**src/rtl/ovr_pkg.sv**
```systemverilog
package ovr_pkg;

    typedef enum logic {
        TMR_IDLE = 1'b0,
        TMR_HOLD = 1'b1
    } tmr_state_e;

    localparam logic ADDR_STATUS = 1'b0;
    localparam logic ADDR_MASK   = 1'b1;

    localparam logic MODE_STANDALONE = 1'b0;
    localparam logic MODE_REGISTER   = 1'b1;

endpackage

```
**src/rtl/ovr_hold_timer.sv**
```systemverilog
module ovr_hold_timer
    import ovr_pkg::*;
#(
    parameter int TIMEOUT = 1024
) (
    input  logic clk,
    input  logic rst,
    input  logic any_hit,
    input  logic reg_mode,
    output logic flag_n
);
    localparam int CW = (TIMEOUT > 2) ? $clog2(TIMEOUT) : 1;
    localparam logic [CW-1:0] RELOAD = CW'(TIMEOUT - 2);

    tmr_state_e    state_q, state_d;
    logic [CW-1:0] cnt_q, cnt_d;
    logic          sa_hit;

    assign sa_hit = any_hit && (reg_mode == MODE_STANDALONE);

    // next-state and counter
    always_comb begin
        state_d = state_q;
        cnt_d   = cnt_q;
        if (reg_mode == MODE_REGISTER) begin
            state_d = TMR_IDLE;              // abandon
            cnt_d   = '0;
        end else begin
            unique case (state_q)
                TMR_IDLE: begin
                    if (sa_hit) begin        // arm
                        state_d = TMR_HOLD;
                        cnt_d   = RELOAD;
                    end
                end
                TMR_HOLD: begin
                    if (sa_hit) begin        // rearm
                        cnt_d = RELOAD;
                    end else if (cnt_q == '0) begin
                        state_d = TMR_IDLE;  // expire
                    end else begin
                        cnt_d = cnt_q - 1'b1;
                    end
                end
                default: begin
                    state_d = TMR_IDLE;
                    cnt_d   = '0;
                end
            endcase
        end
    end

    // state register
    always_ff @(posedge clk) begin
        if (rst) begin
            state_q <= TMR_IDLE;
            cnt_q   <= '0;
        end else begin
            state_q <= state_d;
            cnt_q   <= cnt_d;
        end
    end

    // outputs
    always_comb begin
        if (reg_mode == MODE_REGISTER) begin
            flag_n = 1'b1;
        end else begin
            unique case (state_q)
                TMR_IDLE: flag_n = !sa_hit;
                TMR_HOLD: flag_n = 1'b0;
                default:  flag_n = 1'b1;
            endcase
        end
    end

    // any stand-alone strobe leaves the timer holding with a full count
    a_r3_rearm_full: assert property (@(posedge clk) disable iff (rst)
        sa_hit |=> (state_q == TMR_HOLD) && (cnt_q == RELOAD));

    // no release while the count is still running
    a_r2_no_early_release: assert property (@(posedge clk) disable iff (rst)
        (state_q == TMR_HOLD && cnt_q != '0 && reg_mode == MODE_STANDALONE)
        |=> (state_q == TMR_HOLD));

    // register mode leaves the timer idle
    a_r8_abandon: assert property (@(posedge clk) disable iff (rst)
        (reg_mode == MODE_REGISTER) |=> (state_q == TMR_IDLE));

endmodule

```
**src/rtl/ovr_status_bank.sv**
```systemverilog
module ovr_status_bank #(
    parameter int CHANNELS = 6
) (
    input  logic                clk,
    input  logic                rst,
    input  logic [CHANNELS-1:0] ovr_strobe,
    input  logic                stat_clr,
    output logic [CHANNELS-1:0] status
);
    logic [CHANNELS-1:0] status_q;

    for (genvar g = 0; g < CHANNELS; g++) begin : g_chan
        always_ff @(posedge clk) begin
            if (rst) begin
                status_q[g] <= 1'b0;
            end else if (ovr_strobe[g]) begin
                status_q[g] <= 1'b1;
            end else if (stat_clr) begin
                status_q[g] <= 1'b0;
            end
        end
    end

    assign status = status_q;

    // without a clear, no status bit falls
    a_r4_sticky: assert property (@(posedge clk) disable iff (rst)
        !stat_clr |=> ((status_q & $past(status_q)) == $past(status_q)));

    // a strobe during a clear still lands
    a_r5_set_wins: assert property (@(posedge clk) disable iff (rst)
        stat_clr |=> ((status_q & $past(ovr_strobe)) == $past(ovr_strobe)));

endmodule

```
**src/rtl/ovr_reg_port.sv**
```systemverilog
module ovr_reg_port
    import ovr_pkg::*;
#(
    parameter int CHANNELS = 6
) (
    input  logic                clk,
    input  logic                rst,
    input  logic                reg_we,
    input  logic                reg_addr,
    input  logic [CHANNELS-1:0] reg_wdata,
    input  logic [CHANNELS-1:0] status,
    output logic [CHANNELS-1:0] mask,
    output logic [CHANNELS-1:0] reg_rdata
);
    logic [CHANNELS-1:0] mask_q;

    always_ff @(posedge clk) begin
        if (rst) begin
            mask_q <= '1;
        end else if (reg_we && reg_addr == ADDR_MASK) begin
            mask_q <= reg_wdata;
        end
    end

    assign mask      = mask_q;
    assign reg_rdata = (reg_addr == ADDR_MASK) ? mask_q : status;

    // mask changes only through a write to the mask address
    a_r6_mask_write_only: assert property (@(posedge clk) disable iff (rst)
        !(reg_we && reg_addr == ADDR_MASK) |=> $stable(mask_q));

endmodule

```
**src/rtl/overrange_reporter.sv**
```systemverilog
module overrange_reporter
    import ovr_pkg::*;
#(
    parameter int CHANNELS = 6,
    parameter int TIMEOUT  = 1024
) (
    input  logic                clk,
    input  logic                rst,
    input  logic [CHANNELS-1:0] ovr_strobe,
    input  logic                reg_mode,
    input  logic                reg_we,
    input  logic                reg_addr,
    input  logic [CHANNELS-1:0] reg_wdata,
    input  logic                stat_clr,
    output logic                flag_n,
    output logic [CHANNELS-1:0] reg_rdata,
    output logic                irq
);
    logic [CHANNELS-1:0] status;
    logic [CHANNELS-1:0] mask;
    logic                any_hit;

    assign any_hit = |ovr_strobe;

    ovr_hold_timer #(.TIMEOUT(TIMEOUT)) i_timer (
        .clk      (clk),
        .rst      (rst),
        .any_hit  (any_hit),
        .reg_mode (reg_mode),
        .flag_n   (flag_n)
    );

    ovr_status_bank #(.CHANNELS(CHANNELS)) i_status (
        .clk        (clk),
        .rst        (rst),
        .ovr_strobe (ovr_strobe),
        .stat_clr   (stat_clr),
        .status     (status)
    );

    ovr_reg_port #(.CHANNELS(CHANNELS)) i_regs (
        .clk       (clk),
        .rst       (rst),
        .reg_we    (reg_we),
        .reg_addr  (reg_addr),
        .reg_wdata (reg_wdata),
        .status    (status),
        .mask      (mask),
        .reg_rdata (reg_rdata)
    );

    assign irq = (reg_mode == MODE_REGISTER) && (|(status & mask));

    // an over-range in stand-alone mode pulls the flag low at once
    a_r1_flag_immediate: assert property (@(posedge clk) disable iff (rst)
        (reg_mode == MODE_STANDALONE && any_hit) |-> !flag_n);

    // the output of the inactive mode stays quiet
    a_r8_flag_idle_in_reg: assert property (@(posedge clk) disable iff (rst)
        (reg_mode == MODE_REGISTER) |-> flag_n);
    a_r8_irq_quiet_standalone: assert property (@(posedge clk) disable iff (rst)
        (reg_mode == MODE_STANDALONE) |-> !irq);

endmodule

```
**config.mk**
```make
export PLATFORM = sky130hd
export DESIGN_NAME = overrange_reporter
export DESIGN_NICKNAME = d
export VERILOG_FILES = /design/src/rtl/ovr_pkg.sv /design/src/rtl/ovr_hold_timer.sv /design/src/rtl/ovr_status_bank.sv /design/src/rtl/ovr_reg_port.sv /design/src/rtl/overrange_reporter.sv
export SDC_FILE = /design/constraint.sdc
export NUM_CORES = 1
export LEC_CHECK = 0
export BUFFER_PORTS_ARGS = -buffer_cell sky130_fd_sc_hd__buf_2
export CORE_ASPECT_RATIO = 0.5
export CORE_MARGIN = 5
export CORE_UTILIZATION = 33
export CTS_CLUSTER_DIAMETER = 100
export CTS_CLUSTER_SIZE = 8
export DETAILED_ROUTE_END_ITERATION = 16
export SLEW_MARGIN = 40
export SYNTH_ARGS = -nofsm -noshare
export SYNTH_HDL_FRONTEND = slang
export SYNTH_HIERARCHICAL = 1
export SYNTH_SLANG_ARGS = --single-unit
```
**constraint.sdc**
```tcl
create_clock -name clk -period 2.75 [get_ports clk]
set_input_delay 0.6875 -clock clk [delete_from_list [all_inputs] [get_ports clk]]
set_output_delay 0.6875 -clock clk [all_outputs]
set_load 0.01 [all_outputs]
```
Yosys cells after proc, flatten, opt, wreduce, memory -nomap -nowiden
Index checks and enable logic that the tools add are counted.

cells by class
  add/sub/neg operators = 1
  eq/ne operators = 2
  mux-type cells = 18
  bitwise gates (word level) = 3
  reduce and logical (&&, ||, !) cells = 15

operators by type and width
  kind                                                                     number
  10-bit two-way mux                                                       3
  10-bit case mux with 2 select lines                                      1
  2-bit nonzero test                                                       6
  6-bit OR reduction                                                       2
  1-bit two-way mux                                                        11
  10-bit logical NOT                                                       1
  10-bit by 1-bit subtractor with 10-bit output, second input constant     1
  6-bit bitwise AND                                                        1
  6-bit two-way mux                                                        1
  1-bit case mux with 2 select lines                                       2
  1-bit logical AND                                                        3
  3-bit inequality test, second input constant                             1
  2-bit by 1-bit inequality test with 1-bit output, second input constant  1
  1-bit NOT                                                                2
  2-bit AND reduction                                                      1
  2-bit OR reduction                                                       1
  1-bit logical NOT                                                        1

word-level totals
  bits in registers = 23
  input port bits = 18
  output and inout port bits = 8
  logic and storage cells = 48

Logic depth before layout (Yosys ltp)
Gate-level depths: netlist of the first run.

  depth in word-level cells = 5
  depth in mapped cells = 6
  depth with buffers taken out = 6

Modules after synthesis
Netlist of the first run, hierarchy kept.

modules (own cells, without submodules)
  module              times used  cells an instance  area each (µm²)  seq. area each (µm²)
  ovr_hold_timer      1           64                 579.3            220.2
  ovr_reg_port        1           26                 304.0            120.1
  ovr_status_bank     1           24                 210.2            120.1
  overrange_reporter  1           8                  46.3             0.0

Worst setup path after synthesis of the first run
OpenSTA, ideal clock, no wires.

  path type = reg2reg
  from = register i_timer.cnt_q[0]
  to = register i_timer.cnt_q[1]
  setup time = 0.070 ns
  arrival time = 1.927 ns
  slack = 0.753 ns
  cell stages (with the launch flop) = 7
  cells stage by stage = dfxtp_1 > inv_1 > ha_1 > or4b_4 > o41ai_4 > mux2_2 > a21oi_1

between the ends
  word-level cells in the longest chain between the ends = 4

RTL lines
  element                                        line                  text
  start, declared                                ovr_hold_timer.sv:16  logic [CW-1:0] cnt_q, cnt_d;
  start signal, assigned                         ovr_hold_timer.sv:60  cnt_q <= cnt_d;
  10-bit by 1-bit subtractor with 10-bit output  ovr_hold_timer.sv:42  cnt_d = cnt_q - 1'b1;
  10-bit two-way mux                             ovr_hold_timer.sv:39  end else if (cnt_q == '0) begin
  10-bit two-way mux                             ovr_hold_timer.sv:37  if (sa_hit) begin
  10-bit case mux with 2 select lines            ovr_hold_timer.sv:29  unique case (state_q)

Several ways; a longest one is shown, not always the timed one. The select of a mux whose other input is x is not followed.
A chain may end at the register's enable or synchronous reset.

Worst setup path after layout of the first run
Ends and elaborated chain as after synthesis.

==> results of run 1 <==
==> kinds of logic (layout without fill, tap and decap cells) <==
group,count (synthesis),in the layout,synth area share (%)
and+or+nand+nor,39,39,20.75
AOI/OAI and AO/OA,37,37,24.26
DFF,23,23,40.40
buffers and inverters,13,38,4.939
muxes,8,8,7.794
adders and majority gates,1,1,1.098
xor gates and xnor gates,1,1,0.7685
==> report_power, final <==
part	switching [W]	internal [W]	total [W]	leakage, nW
clock	0.000109	0.000101	0.000211	0.0255
sequential	0.0000202	0.000353	0.000373	0.190
combinational	0.0000609	0.0000585	0.000119	0.353
total	0.000191	0.000513	0.000703	0.569
==> layout by cell type, fill, tap and decap left out <==
| master | n |
|---|---|
| o2bb2ai_1 | 1 |
| or2_2 | 1 |
| and3_1 | 4 |
| or4b_2 | 1 |
| nor4b_1 | 1 |
| a22oi_1 | 3 |
| o311ai_0 | 1 |
| o41ai_4 | 1 |
| inv_1 | 9 |
| dfxtp_1 | 23 |
| o211ai_1 | 1 |
| nor2b_1 | 1 |
| clkbuf_8 | 3 |
| nand2b_1 | 7 |
| nand4_1 | 2 |
| o311a_1 | 1 |
| mux2_2 | 7 |
| clkinv_2 | 1 |
| or3_2 | 1 |
| a21oi_1 | 9 |
| a211o_1 | 6 |
| buf_2 | 25 |
| mux2i_1 | 1 |
| xnor2_1 | 1 |
| o21ai_0 | 3 |
| or3_1 | 1 |
| nor3_1 | 1 |
| o31ai_1 | 1 |
| nor2_1 | 5 |
| a31oi_1 | 6 |
| o41ai_1 | 2 |
| nand2_1 | 7 |
| or4b_4 | 1 |
| a2111oi_0 | 1 |
| nand2_4 | 1 |
| ha_1 | 1 |
| o21bai_1 | 1 |
| and3_2 | 3 |
| nor4_1 | 2 |
==> flip-flops by register name, indices dropped and copies added, names as in the netlist <==
register and flops:
i_timer/cnt_q 10, i_status/status 6, i_regs/mask 6, i_timer/state_q 1
==> worst max path at each step <==
| stage | startpoint | end | slack (ns) |
|---|---|---|---|
| floorplan | i_timer/cnt_q[0] | i_timer/cnt_q[1] | 0.75 |
| global placement | ovr_strobe[5] | flag_n | 0.61 |
| detailed placement | ovr_strobe[5] | flag_n | 0.61 |
| CTS | i_timer/cnt_q[0] | i_timer/cnt_q[1] | 0.58 |
| global route | i_timer/cnt_q[0] | i_timer/cnt_q[1] | 0.44 |
| finish | i_timer/cnt_q[0] | i_timer/cnt_q[1] | 0.58 |
==> worst max-delay path, delay by kind of cell (launching register included) <==
family	cells	cell delay, ns
DFF	1	0.35
AOI/OAI and AO/OA	2	0.64
and+or+nand+nor	1	0.49
buffers and inverters	1	0.07
muxes	1	0.39
adders and majority gates	1	0.17
==> per-layer routing <==
layer / track usage [%] / routed length, um
met5: 0 / 0
met2: 19.43 / 1120
met4: 3.406 / 27
met1: 13.62 / 1169
met3: 3.035 / 123
==> stage by stage <==
stage          hold WS, ns  cell area, sq um  std cells  util (%)  setup WS [ns]
2_1_floorplan       0.4497              1140        122         -         0.7531
3_3_place_gp        0.4654              1295        185     38.33         0.6104
3_5_place_dp        0.4767              1295        185     38.33         0.6094
4_1_cts             0.4920              1341        189     39.70         0.5823
5_1_grt             0.5165              1341        189     39.70         0.4385
6_report            0.4854              1341        189     39.70         0.5768
==> final cells by class <==
type	count	area [sq um]
sequential	23	460.4
clock inverter	1	5.005
multi-input combinational	86	623.1
timing repair buffer	25	125.1
tap	42	52.55
fill	359	2037
inverter	9	33.78
clock buffer	3	41.29
==> run_results.csv, run 1 <==
group,metric,value,unit
run_status,status,"completed",
critical_path,worstRegToRegCells,6,
die,die_h,51.56,um
critical_path,rrSetupSlack,0.58,ns
grt,grt_overflow,0,
critical_path,required,2.95,ns
final_layout,area_delta_synth_final,17.67,%
timing,max-slew-margin-rel,53.66,%
critical_path,cp_cell_sequence,"inv_1 -> ha_1 -> or4b_4 -> o41ai_4 -> mux2_2 -> a21oi_1",
yosys,synthTopCellsByCount,"dfxtp_1, a21oi_1, inv_1",
routing,dr_total_vias,993,
timing,finalSetupViolations,0,
hold_path,worstHoldStart,"i_timer/cnt_q[7]",
yosys,syn_area_per_cell,9.343,sq um
cts,clk_transition_reported_paths,0.08,ns
grt,grt_pass1_wl,4298,um
critical_path,arrival,2.37,ns
cts,cts_made_buffers,3,
grt,track_usage,11.15,%
die,initial_utilization,33.74,%
hold_path,holdPathEnd,"i_timer/cnt_q[7]",
grt,antenna_found_initial,0,
critical_path,start_kind,"flop",
critical_path,critPathMaxStageDelay,0.51,ns
place,port-buffer-count,25,
critical_path,crit_slowest_cell,"o41ai_4",
yosys,syn_inst,122,
yosys,synth_top_cell_by_area,"dfxtp_1",
grt,grt_pass1_vias,958,
cts,clockRootBuffer,"clkbuf_8",
timing,hold_viol,0,
die,die_area,0.004801,sq mm
yosys,seq_area_frac_synth,40.40,%
timing,fmax,0.4601,GHz
cts,ctsHoldBuffers,0,
grt,grt_start_max_net_pins,15,
timing,grt_setup_unrepaired,"false",
hold_path,min_path_type,"flop to flop",
final_layout,antenna_cells,0,
critical_path,cp-end-kind,"flop",
timing,period_share,79.03,%
yosys,synth_fp_nets,141,
critical_path,r2r_start,"i_timer/cnt_q[0]",
critical_path,cp_max_fo,8,
power,p_leak,0.5690,nW
routing,drt-pass1-iter-count,4,
timing,finClkSkew,0.002977,ns
timing,worst_slew_pin_slew,0.6864,ns
cts,cts_tree,"done",
die,ios,26,
die,chipWidth,93.12,um
timing,fin_setup_tns,0,ns
final_layout,layout.nets,167,
power,peakVddDrop,290.8,uV
yosys,synth_most_common_cell,"dfxtp_1",
routing,routedWlPerCell,12.92,um
yosys,ys_ff_latch,23,
place,hpwl,1841,um
routing,ant_nets,0,
cts,cts_htree_levels,1,
routing,drc_errors,0,
yosys,synth_cell_types,39,
die,num_rows,15,
routing,wirelength,2441,um
yosys,synth_edf_count,0,
yosys,synth_ff_type,"dfxtp_1",
routing,via_per_inst,5.254,
power,power.total,0.0007033,W
timing,finalMaxSlewViolations,0,
routing,first_iter_violations,55,
yosys,syn-cell-area,0.001140,sq mm
job,cap_violations,0,
yosys,synth_warnings,6,
yosys,synth-async-reset-ratio,0,%
hold_path,min_path_cells,2,
power,power-per-cell-area,524.3,mW/mm^2
cts,cts.sinks,23,
final_layout,drive_above_1_share,30.61,%
critical_path,reg2reg_to,"i_timer/cnt_q[1]",
timing,period_minus_slack,2.173,ns
cts,cts_setup_buffers,0,
cts,cts.path.max_buffers,2,
die,coreArea,0.003378,sq mm
cts,cts.repair.resized,0,
place,place_congestion,0.8151,
cts,clock_latency,0.26,ns
yosys,synthTopCellsByArea,"dfxtp_1, mux2_2, a211o_1",
critical_path,crit_type,"flop to flop",
yosys,synth_top_area_share,40.40,%
Note: power is estimated with default switching activity, not from simulation.
==> run 2: changes to the inputs <==
- ABC_AREA: unset -> 1
- clock period: 2.75 -> 2.24 ns (I/O delays scaled with it)
==> run_results.csv, run 2 <==
group,metric,value,unit
place,port-buffer-count,25,
cts,clock_latency,0.27,ns
routing,via_per_inst,4.673,
yosys,ys_ff_latch,23,
die,die_h,54.43,um
power,power-per-cell-area,604.7,mW/mm^2
final_layout,stdcell_area,0.001533,sq mm
yosys,synth_top_cell_by_area,"dfxtp_1",
final_layout,layout.nets,241,
die,chipWidth,98.85,um
critical_path,cp_max_fo,5,
die,die_area,0.005380,sq mm
timing,setup_ws,0.2529,ns
final_layout,utilization,39.67,%
yosys,syn_area_per_cell,6.819,sq um
cts,clockRootBuffer,"clkbuf_8",
cts,cts.sinks,23,
routing,m1WireLength,1370,um
cts,cts.repair.resized,0,
cts,ctsHoldBuffers,0,
routing,drt-pass1-iter-count,4,
critical_path,arrival,1.43,ns
timing,hold_viol,0,
final_layout,area_delta_synth_final,17.68,%
timing,finalMaxSlewViolations,0,
grt,grt_pass1_vias,1190,
grt,antenna_found_initial,0,
critical_path,start_kind,"primary input",
place,place_ws,0.2450,ns
final_layout,top_register,"i_timer/cnt_q",
timing,fin_setup_tns,0,ns
routing,first_iter_violations,52,
timing,grt_setup_unrepaired,"false",
routing,dr_total_vias,1285,
die,initial_utilization,33.71,%
routing,wl_met2,1439,um
critical_path,required,1.68,ns
routing,ant_nets,0,
final_layout,layout_common_cells,"nand2_1, buf_2, dfxtp_1",
timing,worst_slew_pin_slew,0.3839,ns
routing,routedWlPerCell,10.99,um
yosys,synthTopCellsByCount,"nand2_1, dfxtp_1, inv_1, nand3_1, nor2_1",
cts,cts_setup_buffers,0,
grt,track_usage,12.17,%
power,p_leak,0.7338,nW
cts,clk_transition_reported_paths,0.08,ns
yosys,synth_cell_types,23,
routing,wl_met3,172,um
power,power.total,0.0009268,W
yosys,synth_most_common_cell,"nand2_1",
grt,grt_pass1_wl,5175,um
run_status,status,"completed",
die,coreArea,0.003864,sq mm
final_layout,antenna_cells,0,
yosys,synth_fp_nets,210,
timing,fmax,0.5032,GHz
cts,cts_htree_levels,1,
yosys,synth_top_area_share,35.35,%
hold_path,min_path_type,"flop to flop",
cts,cts_tree,"done",
die,num_rows,16,
timing,max-slew-margin-rel,74.41,%
grt,grt_overflow,0,
job,cap_violations,0,
yosys,syn_inst,191,
yosys,syn-cell-area,0.001302,sq mm
cts,cts_made_buffers,3,
place,place_congestion,0.8709,
routing,drc_errors,0,
routing,topRoutingLayerUsed,"met4",
yosys,synth_warnings,6,
yosys,synth_ff_type,"dfxtp_1",
final_layout,fill_cells,419,
routing,wirelength,3022,um
cts,cts.path.max_buffers,2,
final_layout,final_common_cell,"nand2_1",
timing,period_share,88.71,%
timing,period_minus_slack,1.987,ns
timing,finClkSkew,0.005971,ns
critical_path,crit_type,"primary input to primary output",
place,hpwl,2350,um
power,peakVddDrop,182.7,uV
yosys,synth-async-reset-ratio,0,%
yosys,synthTopCellsByArea,"dfxtp_1, nand2_1, nand3_1",
yosys,seq_area_frac_synth,35.35,%
critical_path,cp-end-kind,"primary output",
final_layout,drive_above_1_share,26.24,%
yosys,synth_edf_count,0,
place,placed_area,0.001486,sq mm
die,ios,26,
grt,grt_start_max_net_pins,20,
timing,finalSetupViolations,0,
final_layout,largest_reg_flops,10,
[run 2: cell count changes in the layout (fill, tap and decap cells not counted), sizes merged, moves of 4 or more]
cell    previous run  this run
mux2               7         0
o21ai              3        13
and3               7         0
a21oi              9        13
inv                9        27
a211o              6         0
nor2               5        23
nand2              8        60
nand2b             7         0
nand3              0        23
a31oi              6         0
[run 2: layout make-up]
class	instances	area [sq um]	area share, %
clock buffer	3	41.29	2.694
clock inverter	1	5.005	0.3265
inverter	27	101.3	6.612
multi-input combinational	139	709.4	46.29
sequential	23	460.4	30.04
tap	54	67.56	4.408
timing repair buffer	28	147.6	9.633
[run 2: logic make-up (layout without fill, tap and decap cells)]
family,Yosys count,after routing,synth area share [%]
AO/OA/AOI/OAI,26,26,13.16
adder cells (fa/ha/maj),1,1,0.9605
buffers and inverters,29,59,10.18
flip-flops,23,23,35.35
AND/OR/NAND/NOR,112,112,40.35
[run 2: layer usage]
layer / up-vias / GRT usage, %
li1: 666 / -
met2: 30 / 22.33
met3: 5 / 3.817
met1: 584 / 13.86
met5: - / 0
met4: 0 / 4.082
[run 2: worst paths after layout]
| path | startpoint | to | slack [ns] | cells past startpoint |
|---|---|---|---|---|
| setup reg to reg | i_timer/cnt_q[0] | i_timer/cnt_q[3] | 0.72 | 9 |
| setup / recovery | ovr_strobe[1] | flag_n | 0.25 | 7 |
| hold / removal | i_status/status[1] | i_status/status[1] | 0.48 | 2 |
| hold reg to reg | i_status/status[1] | i_status/status[1] | 0.48 | 2 |
[run 2: power by group]
group	switching [W]	internal [W]
Sequential	0.0000226	0.000435
Combinational	0.000129	0.0000800
Clock	0.000136	0.000124
Total	0.000287	0.000639
[run 2: through the flow]
step                hold slack (ns)  cells
global route                 0.5089    275
CTS                          0.4842    275
detailed placement           0.4714    271
floorplan                    0.4367    191
finish                       0.4809    275
global placement             0.4513    271
[run 2: worst max-delay path, stage by stage]
cell and delay (ns):
buf_2 0.11, nor2_1 0.14, nand3_1 0.16, nand2_1 0.23, nand2_4 0.06, nand2_1 0.05
buf_2 0.12
